$ cat config.mk
export PLATFORM = sky130hd
export DESIGN_NAME = irq_router
export DESIGN_NICKNAME = d
export VERILOG_FILES = /design/src/rtl/irq_router_pkg.sv /design/src/rtl/irq_router_cfg.sv /design/src/rtl/irq_router_dma_ch.sv /design/src/rtl/irq_router_pick.sv /design/src/rtl/irq_router.sv
export SDC_FILE = /design/constraint.sdc
export NUM_CORES = 1
export LEC_CHECK = 0
export BUFFER_PORTS_ARGS = -buffer_cell sky130_fd_sc_hd__buf_2
export CELL_PAD_IN_SITES_DETAIL_PLACEMENT = 0
export CELL_PAD_IN_SITES_GLOBAL_PLACEMENT = 1
export CORE_MARGIN = 2
export CORE_UTILIZATION = 25
export CTS_BUF_LIST = sky130_fd_sc_hd__clkbuf_4 sky130_fd_sc_hd__clkbuf_8
export CTS_CLUSTER_DIAMETER = 100
export DETAILED_ROUTE_END_ITERATION = 16
export PLACE_DENSITY_LB_ADDON = 0.1
export SYNTH_ARGS = -nofsm -noshare
export SYNTH_HDL_FRONTEND = slang
export SYNTH_HIERARCHICAL = 1
export SYNTH_SLANG_ARGS = --single-unit
$ cat constraint.sdc
create_clock -name clk -period 1.5 [get_ports clk]
set_input_delay 0.15 -clock clk [delete_from_list [all_inputs] [get_ports clk]]
set_output_delay 0.15 -clock clk [all_outputs]
set_load 0.01 [all_outputs]
$ cat src/rtl/irq_router_pkg.sv
package irq_router_pkg;
    // Configuration register addresses
    localparam int REG_CLAIM = 0;
    localparam int REG_XEN   = 1;
    localparam int REG_STOP  = 2;
    localparam int REG_SEL0  = 3;
endpackage

$ cat src/rtl/irq_router_cfg.sv
module irq_router_cfg
    import irq_router_pkg::*;
#(
    parameter int N_SRC  = 16,
    parameter int N_CH   = 4,
    parameter int IDX_W  = 4,
    parameter int ADDR_W = 3
) (
    input  logic                    clk,
    input  logic                    rst_n,
    input  logic                    we,
    input  logic [ADDR_W-1:0]       addr,
    input  logic [N_SRC-1:0]        wdata,
    input  logic [N_SRC-1:0]        auto_clr,
    output logic [N_SRC-1:0]        claim,
    output logic [N_SRC-1:0]        xen,
    output logic [N_SRC-1:0]        stop,
    output logic [N_CH*IDX_W-1:0]   sel
);
    typedef struct packed {
        logic [N_SRC-1:0]            claim;
        logic [N_SRC-1:0]            xen;
        logic [N_SRC-1:0]            stop;
        logic [N_CH-1:0][IDX_W-1:0]  sel;
    } cfg_t;

    cfg_t cfg_d, cfg_q;

    always_comb begin
        cfg_d = cfg_q;
        if (we) begin
            if (int'(addr) == REG_CLAIM) cfg_d.claim = wdata;
            if (int'(addr) == REG_XEN)   cfg_d.xen   = wdata;
            if (int'(addr) == REG_STOP)  cfg_d.stop  = wdata;
            for (int c = 0; c < N_CH; c++) begin
                if (int'(addr) == REG_SEL0 + c) cfg_d.sel[c] = wdata[IDX_W-1:0];
            end
        end
        // hardware clear overrides the software write
        cfg_d.xen = cfg_d.xen & ~auto_clr;
    end

    always_ff @(posedge clk or negedge rst_n) begin
        if (!rst_n) cfg_q <= '0;
        else        cfg_q <= cfg_d;
    end

    assign claim = cfg_q.claim;
    assign xen   = cfg_q.xen;
    assign stop  = cfg_q.stop;
    assign sel   = cfg_q.sel;

    AST_AUTO_CLR_WINS: assert property (@(posedge clk) disable iff (!rst_n)
        (auto_clr != '0) |=> ((xen & $past(auto_clr)) == '0));
endmodule

$ cat src/rtl/irq_router_dma_ch.sv
module irq_router_dma_ch #(
    parameter int N_SRC = 16,
    parameter int IDX_W = 4
) (
    input  logic              clk,
    input  logic              rst_n,
    input  logic [N_SRC-1:0]  src_pulse,
    input  logic [IDX_W-1:0]  sel,
    input  logic              ack,
    output logic              req
);
    typedef struct packed {
        logic pend;
    } ch_t;

    ch_t  ch_d, ch_q;
    logic hit;

    always_comb begin
        hit  = (int'(sel) < N_SRC) ? src_pulse[sel] : 1'b0;
        ch_d = ch_q;
        if (ack) ch_d.pend = 1'b0;
        if (hit) ch_d.pend = 1'b1;
    end

    always_ff @(posedge clk or negedge rst_n) begin
        if (!rst_n) ch_q <= '0;
        else        ch_q <= ch_d;
    end

    assign req = ch_q.pend;

    AST_DMA_SET: assert property (@(posedge clk) disable iff (!rst_n)
        hit |=> req);
    AST_DMA_ACK_CLEAR: assert property (@(posedge clk) disable iff (!rst_n)
        (ack && !hit) |=> !req);
endmodule

$ cat src/rtl/irq_router_pick.sv
module irq_router_pick #(
    parameter int N_SRC = 16,
    parameter int IDX_W = 4
) (
    input  logic [N_SRC-1:0]  vec,
    output logic              valid,
    output logic [IDX_W-1:0]  idx
);
    always_comb begin
        valid = |vec;
        idx   = '0;
        for (int i = N_SRC - 1; i >= 0; i--) begin
            if (vec[i]) idx = IDX_W'(i);
        end
    end
endmodule

$ cat src/rtl/irq_router.sv
module irq_router
    import irq_router_pkg::*;
#(
    parameter int N_SRC  = 16,
    parameter int N_CH   = 4,
    parameter int IDX_W  = $clog2(N_SRC),
    parameter int ADDR_W = $clog2(N_CH + REG_SEL0)
) (
    input  logic               clk,
    input  logic               rst_n,
    input  logic [N_SRC-1:0]   src_pulse,
    input  logic               cfg_we,
    input  logic [ADDR_W-1:0]  cfg_addr,
    input  logic [N_SRC-1:0]   cfg_wdata,
    output logic [N_CH-1:0]    dma_req,
    input  logic [N_CH-1:0]    dma_ack,
    output logic               xfer_req,
    output logic [IDX_W-1:0]   xfer_src,
    input  logic               xfer_ack,
    input  logic               xfer_done,
    input  logic [IDX_W-1:0]   xfer_done_src,
    input  logic               xfer_cnt_zero,
    output logic [N_SRC-1:0]   cpu_pend,
    input  logic               cpu_ack,
    input  logic [IDX_W-1:0]   cpu_ack_src
);
    typedef struct packed {
        logic [N_SRC-1:0]  xpend;
        logic [N_SRC-1:0]  cpend;
        logic              busy;
        logic [IDX_W-1:0]  gsrc;
    } st_t;

    st_t                   st_d, st_q;
    logic [N_SRC-1:0]      claim, xen, stop, auto_clr;
    logic [N_SRC-1:0]      to_xfer, to_cpu;
    logic [N_CH*IDX_W-1:0] sel;
    logic                  pick_valid;
    logic [IDX_W-1:0]      pick_idx;

    irq_router_cfg #(
        .N_SRC(N_SRC), .N_CH(N_CH), .IDX_W(IDX_W), .ADDR_W(ADDR_W)
    ) i_cfg (
        .clk(clk), .rst_n(rst_n), .we(cfg_we), .addr(cfg_addr),
        .wdata(cfg_wdata), .auto_clr(auto_clr),
        .claim(claim), .xen(xen), .stop(stop), .sel(sel)
    );

    for (genvar c = 0; c < N_CH; c++) begin : g_ch
        irq_router_dma_ch #(.N_SRC(N_SRC), .IDX_W(IDX_W)) i_ch (
            .clk(clk), .rst_n(rst_n), .src_pulse(src_pulse),
            .sel(sel[c*IDX_W +: IDX_W]), .ack(dma_ack[c]), .req(dma_req[c])
        );
    end

    irq_router_pick #(.N_SRC(N_SRC), .IDX_W(IDX_W)) i_pick (
        .vec(st_q.xpend), .valid(pick_valid), .idx(pick_idx)
    );

    // completion handling: hand the source back to the CPU
    always_comb begin
        auto_clr = '0;
        if (xfer_done && int'(xfer_done_src) < N_SRC) begin
            if (xfer_cnt_zero || stop[xfer_done_src]) auto_clr[xfer_done_src] = 1'b1;
        end
    end

    always_comb begin
        to_xfer = src_pulse & ~claim & xen;
        to_cpu  = src_pulse & ~claim & ~xen;
        st_d    = st_q;
        if (st_q.busy && xfer_ack) begin
            st_d.xpend[st_q.gsrc] = 1'b0;
            st_d.busy             = 1'b0;
        end
        st_d.xpend = st_d.xpend | to_xfer;
        if (cpu_ack && int'(cpu_ack_src) < N_SRC) st_d.cpend[cpu_ack_src] = 1'b0;
        st_d.cpend = st_d.cpend | to_cpu | auto_clr;
        if (!st_q.busy && pick_valid) begin
            st_d.busy = 1'b1;
            st_d.gsrc = pick_idx;
        end
    end

    always_ff @(posedge clk or negedge rst_n) begin
        if (!rst_n) st_q <= '0;
        else        st_q <= st_d;
    end

    assign xfer_req = st_q.busy;
    assign xfer_src = st_q.gsrc;
    assign cpu_pend = st_q.cpend;

    AST_GRANT_HELD: assert property (@(posedge clk) disable iff (!rst_n)
        (xfer_req && !xfer_ack) |=> (xfer_req && $stable(xfer_src)));
    AST_GRANT_LOWEST: assert property (@(posedge clk) disable iff (!rst_n)
        $rose(xfer_req) |->
            (($past(st_q.xpend) & ((N_SRC'(1) << xfer_src) - N_SRC'(1))) == '0));

    for (genvar i = 0; i < N_SRC; i++) begin : g_chk
        AST_CLAIM_NO_CPU: assert property (@(posedge clk) disable iff (!rst_n)
            (src_pulse[i] && claim[i] && !cpu_pend[i] && !auto_clr[i])
                |=> !cpu_pend[i]);
        AST_CPU_AFTER_XFER: assert property (@(posedge clk) disable iff (!rst_n)
            ($rose(cpu_pend[i]) && $past(xen[i])) |->
                $past(xfer_done && int'(xfer_done_src) == i));
    end
endmodule

==> flow_summary.json <==
{
  "areaGrowthSynthToFinish_pct": 20.11,
  "worstSkewPairLatency_ns": 0.38,
  "ant_nets": 0,
  "synth_edf_count": 0,
  "drtIter0Drc": 205,
  "async_reset_ff_share_pct": 100.0,
  "dieHeight_um": 155.3,
  "slew_headroom_pct": 59.04,
  "synthCells": 510,
  "fp.coreArea_sq_um": 22570,
  "setup_violations": 5,
  "min_to": "i_cfg/claim[9]$_DFFE_PN0P_",
  "grt_pass1_vias": 4484,
  "worstSetupPathType": "register to register",
  "cp.required_ns": 1.77,
  "hp-start": "cfg_wdata[9]",
  "finalHoldViolCount": 0,
  "cts_made_buffers": 9,
  "antennaDiodeCount": 0,
  "layoutNonFillerInstCount": 908,
  "ir_drop_mv": 0.3655,
  "grt-ovfl-total": 0,
  "synth_top_area_share_pct": 45.94,
  "start_util_pct": 25.34,
  "max_freq_mhz": 590.2,
  "dr.pass1.iters": 5,
  "port_buffers": 78,
  "dpl_cell_area_sq_um": 6650,
  "synth_area_leaders": "dfrtp_1 (46%), mux2_2 (10%), mux2i_1 (6.7%)",
  "powerDensity_nw_per_um2": 1181,
  "dieArea_sq_um": 24100,
  "antenna_found_initial": 0,
  "clockBufferDepth": 2,
  "yosysSeqAreaShare_pct": 45.94,
  "period_needed_ns": 1.694,
  "die_x_um": 155.3,
  "yosysTopAreaCell": "dfrtp_1",
  "finish.instance_area_sq_um": 6869,
  "crit_arrival_ns": 1.96,
  "r2r_cells": 5,
  "cts_max_level": 3,
  "outcome": "complete, but fails checks",
  "timing.rr.start": "st_q[26]$_DFF_PN0_",
  "nets": 673,
  "route.detailed.drc": 0,
  "whs_path_depth": 2,
  "hpwl_um": 13890,
  "fin_skew_ns": 0.008003,
  "p_leak_uw": 0.002821,
  "grt_max_degree": 106,
  "synth_cell_types": 46,
  "gp_congestion": 0.7746,
  "violations": "negative setup slack",
  "end_kind": "register",
  "slew_violations": 0,
  "routedWlPerCell_um": 20.14,
  "grt_pass1_wl_um": 27980,
  "syn_area_sq_um": 5719,
  "ys.flop_type": "dfrtp_1",
  "yosysWarnings": 6,
  "worstSetupStartpointType": "register",
  "ios": 79,
  "vias": 4296,
  "tritoncts": "built",
  "clock_sinks": 105,
  "placementRows": 55,
  "tightest_slew_ns": 0.6145,
  "dp_cells": 890,
  "hp-class": "input pin to register",
  "via_per_inst": 4.731,
  "drive_gt1_share_pct": 35.63,
  "setup_slack_ns": -0.1943,
  "critPathMaxFanout": 5,
  "synth_fp_nets": 564,
  "ctsRootBufferMaster": "clkbuf_8",
  "reg2reg_to": "xfer_src[3]$_DFFE_PN0P_",
  "clkTransAtPathRegs_ns": 0.11,
  "ys_ff_latch": 105,
  "post-place-ws_ns": -0.1962,
  "max-cap-violations": 0,
  "r2r_setup_slack_ns": -0.19,
  "wl_um": 18290,
  "final_util_pct": 30.43,
  "timing.final.crit_share_pct": 113.0,
  "rsz0062_at_grt": "true",
  "track_usage_pct": 15.67,
  "syn_avg_cell_area_sq_um": 11.21
}
-- sequential cells by signal, indices dropped and copies added, names as in the netlist --
signal and flops:
g_ch.i_ch/req 4, xfer_src 4, i_cfg/sel 16, i_cfg/claim 16, i_cfg/stop 16, cpu_pend 16
st_q 16, i_cfg/xen 16, xfer_req 1
-- layer usage --
layer | wire [um] | vias up | GRT usage (%)
met5 | 0 | - | 0
met2 | 8344 | 77 | 24.55
met1 | 9129 | 2160 | 22.97
met3 | 633 | 11 | 1.894
met4 | 181 | 0 | 3.976
li1 | - | 2048 | -
-- power by group --
group	switching (uW)	total, uW	internal (uW)
Combinational	1190	2480	1290
Clock	1030	1710	676
Sequential	488	3920	3430
Total	2710	8110	5400
-- synthesized netlist by cell type, types with 2 or more instances --
cell and count:
o221ai_1 9, o21ai_0 32, o2111ai_2 4, nor3_1 6
inv_1 25, o221ai_2 3, nand2_1 27, nand2b_1 49
nor2b_1 11, buf_6 9, o31a_1 2, a31oi_1 3
and4bb_2 2, o31ai_1 3, nand3_1 14, mux4_2 8
or3b_2 2, nand3b_1 12, a32o_1 2, dfrtp_1 105
nand4b_1 3, mux2_2 52, buf_4 21, o2bb2ai_1 8
a21oi_1 3, nor2_1 26, mux2i_1 38, nor4_1 5
nor4b_1 4, o211ai_1 6
-- through the flow --
step,hold slack (ns),total power (uW),setup TNS [ns]
floorplan,-0.1456,5441,-0.4492
global placement,0.2888,6432,-0.8002
detailed placement,0.2947,6473,-1.016
CTS,0.01408,8205,-0.9593
global route,0.02163,8648,-1.199
finish,0.03340,8111,-0.8407
-- timing repair --
item / 4_1_cts / 5_1_grt
pin swaps: 2 / 2
setup buffers: 2 / 0
gates cloned: 0 / 0
setup endpoints to repair: 5 / 7
hold buffers: 1 / 0
hold endpoints to repair: 105 / 0
resized for setup: 0 / 3
-- cell type report --
| cell class | instances | area, sq um |
|---|---|---|
| clock buffers | 12 | 152.6 |
| clock inverters | 3 | 17.52 |
| repair buffers | 129 | 840.8 |
| multi-input cells | 349 | 2780 |
| inverters | 25 | 93.84 |
| flip-flops and latches | 105 | 2628 |
| well taps | 285 | 356.6 |
| fillers | 2416 | 15700 |
-- critical path: stages, from the launching register on --
cell,delay [ns]
dfrtp_1,0.42
nor4_4,0.30
nand3_1,0.13
or3_1,0.33
nor2b_4,0.15
mux2_2,0.26
-- worst max path at each step --
| stage | start | endpoint | cells past startpoint |
|---|---|---|---|
| 6_report | st_q[26]$_DFF_PN0_ | xfer_src[3]$_DFFE_PN0P_ | 5 |
| 5_1_grt | st_q[26]$_DFF_PN0_ | xfer_src[0]$_DFFE_PN0P_ | 5 |
| 4_1_cts | st_q[25]$_DFF_PN0_ | xfer_src[3]$_DFFE_PN0P_ | 5 |
| 3_5_place_dp | st_q[26]$_DFF_PN0_ | xfer_src[0]$_DFFE_PN0P_ | 5 |
| 3_3_place_gp | st_q[26]$_DFF_PN0_ | xfer_src[3]$_DFFE_PN0P_ | 5 |
| 2_1_floorplan | st_q[26]$_DFF_PN0_ | xfer_src[0]$_DFFE_PN0P_ | 5 |
-- cell families after synthesis --
group	after synthesis	synth area share, %
and+or+nand+nor	171	17.35
DFF	105	45.94
muxes	98	20.04
AOI/OAI and AO/OA	80	10.41
buffers and inverters	56	6.257
-- cells in the final DEF, fill, tap and decap left out, types with 2 or more instances in the layout --
master,count
dfrtp_1,105
buf_2,77
mux2_2,52
nand2b_1,49
buf_4,46
mux2i_1,38
o21ai_0,32
nand2_1,27
nor2_1,26
inv_1,25
nand3_1,14
nand3b_1,12
nor2b_1,10
clkbuf_8,10
o221ai_1,9
o2bb2ai_1,8
mux4_2,8
o211ai_1,6
nor3_1,6
nor4_1,5
buf_12,5
nor4b_1,4
o2111ai_2,4
o31ai_1,3
o221ai_2,3
nand4b_1,3
a21oi_1,3
a32o_1,2
or3b_2,2
o31a_1,2
clkbuf_4,2
clkinv_2,2
and4bb_2,2
a31oi_1,2
Power figures use the tool's default switching activity.
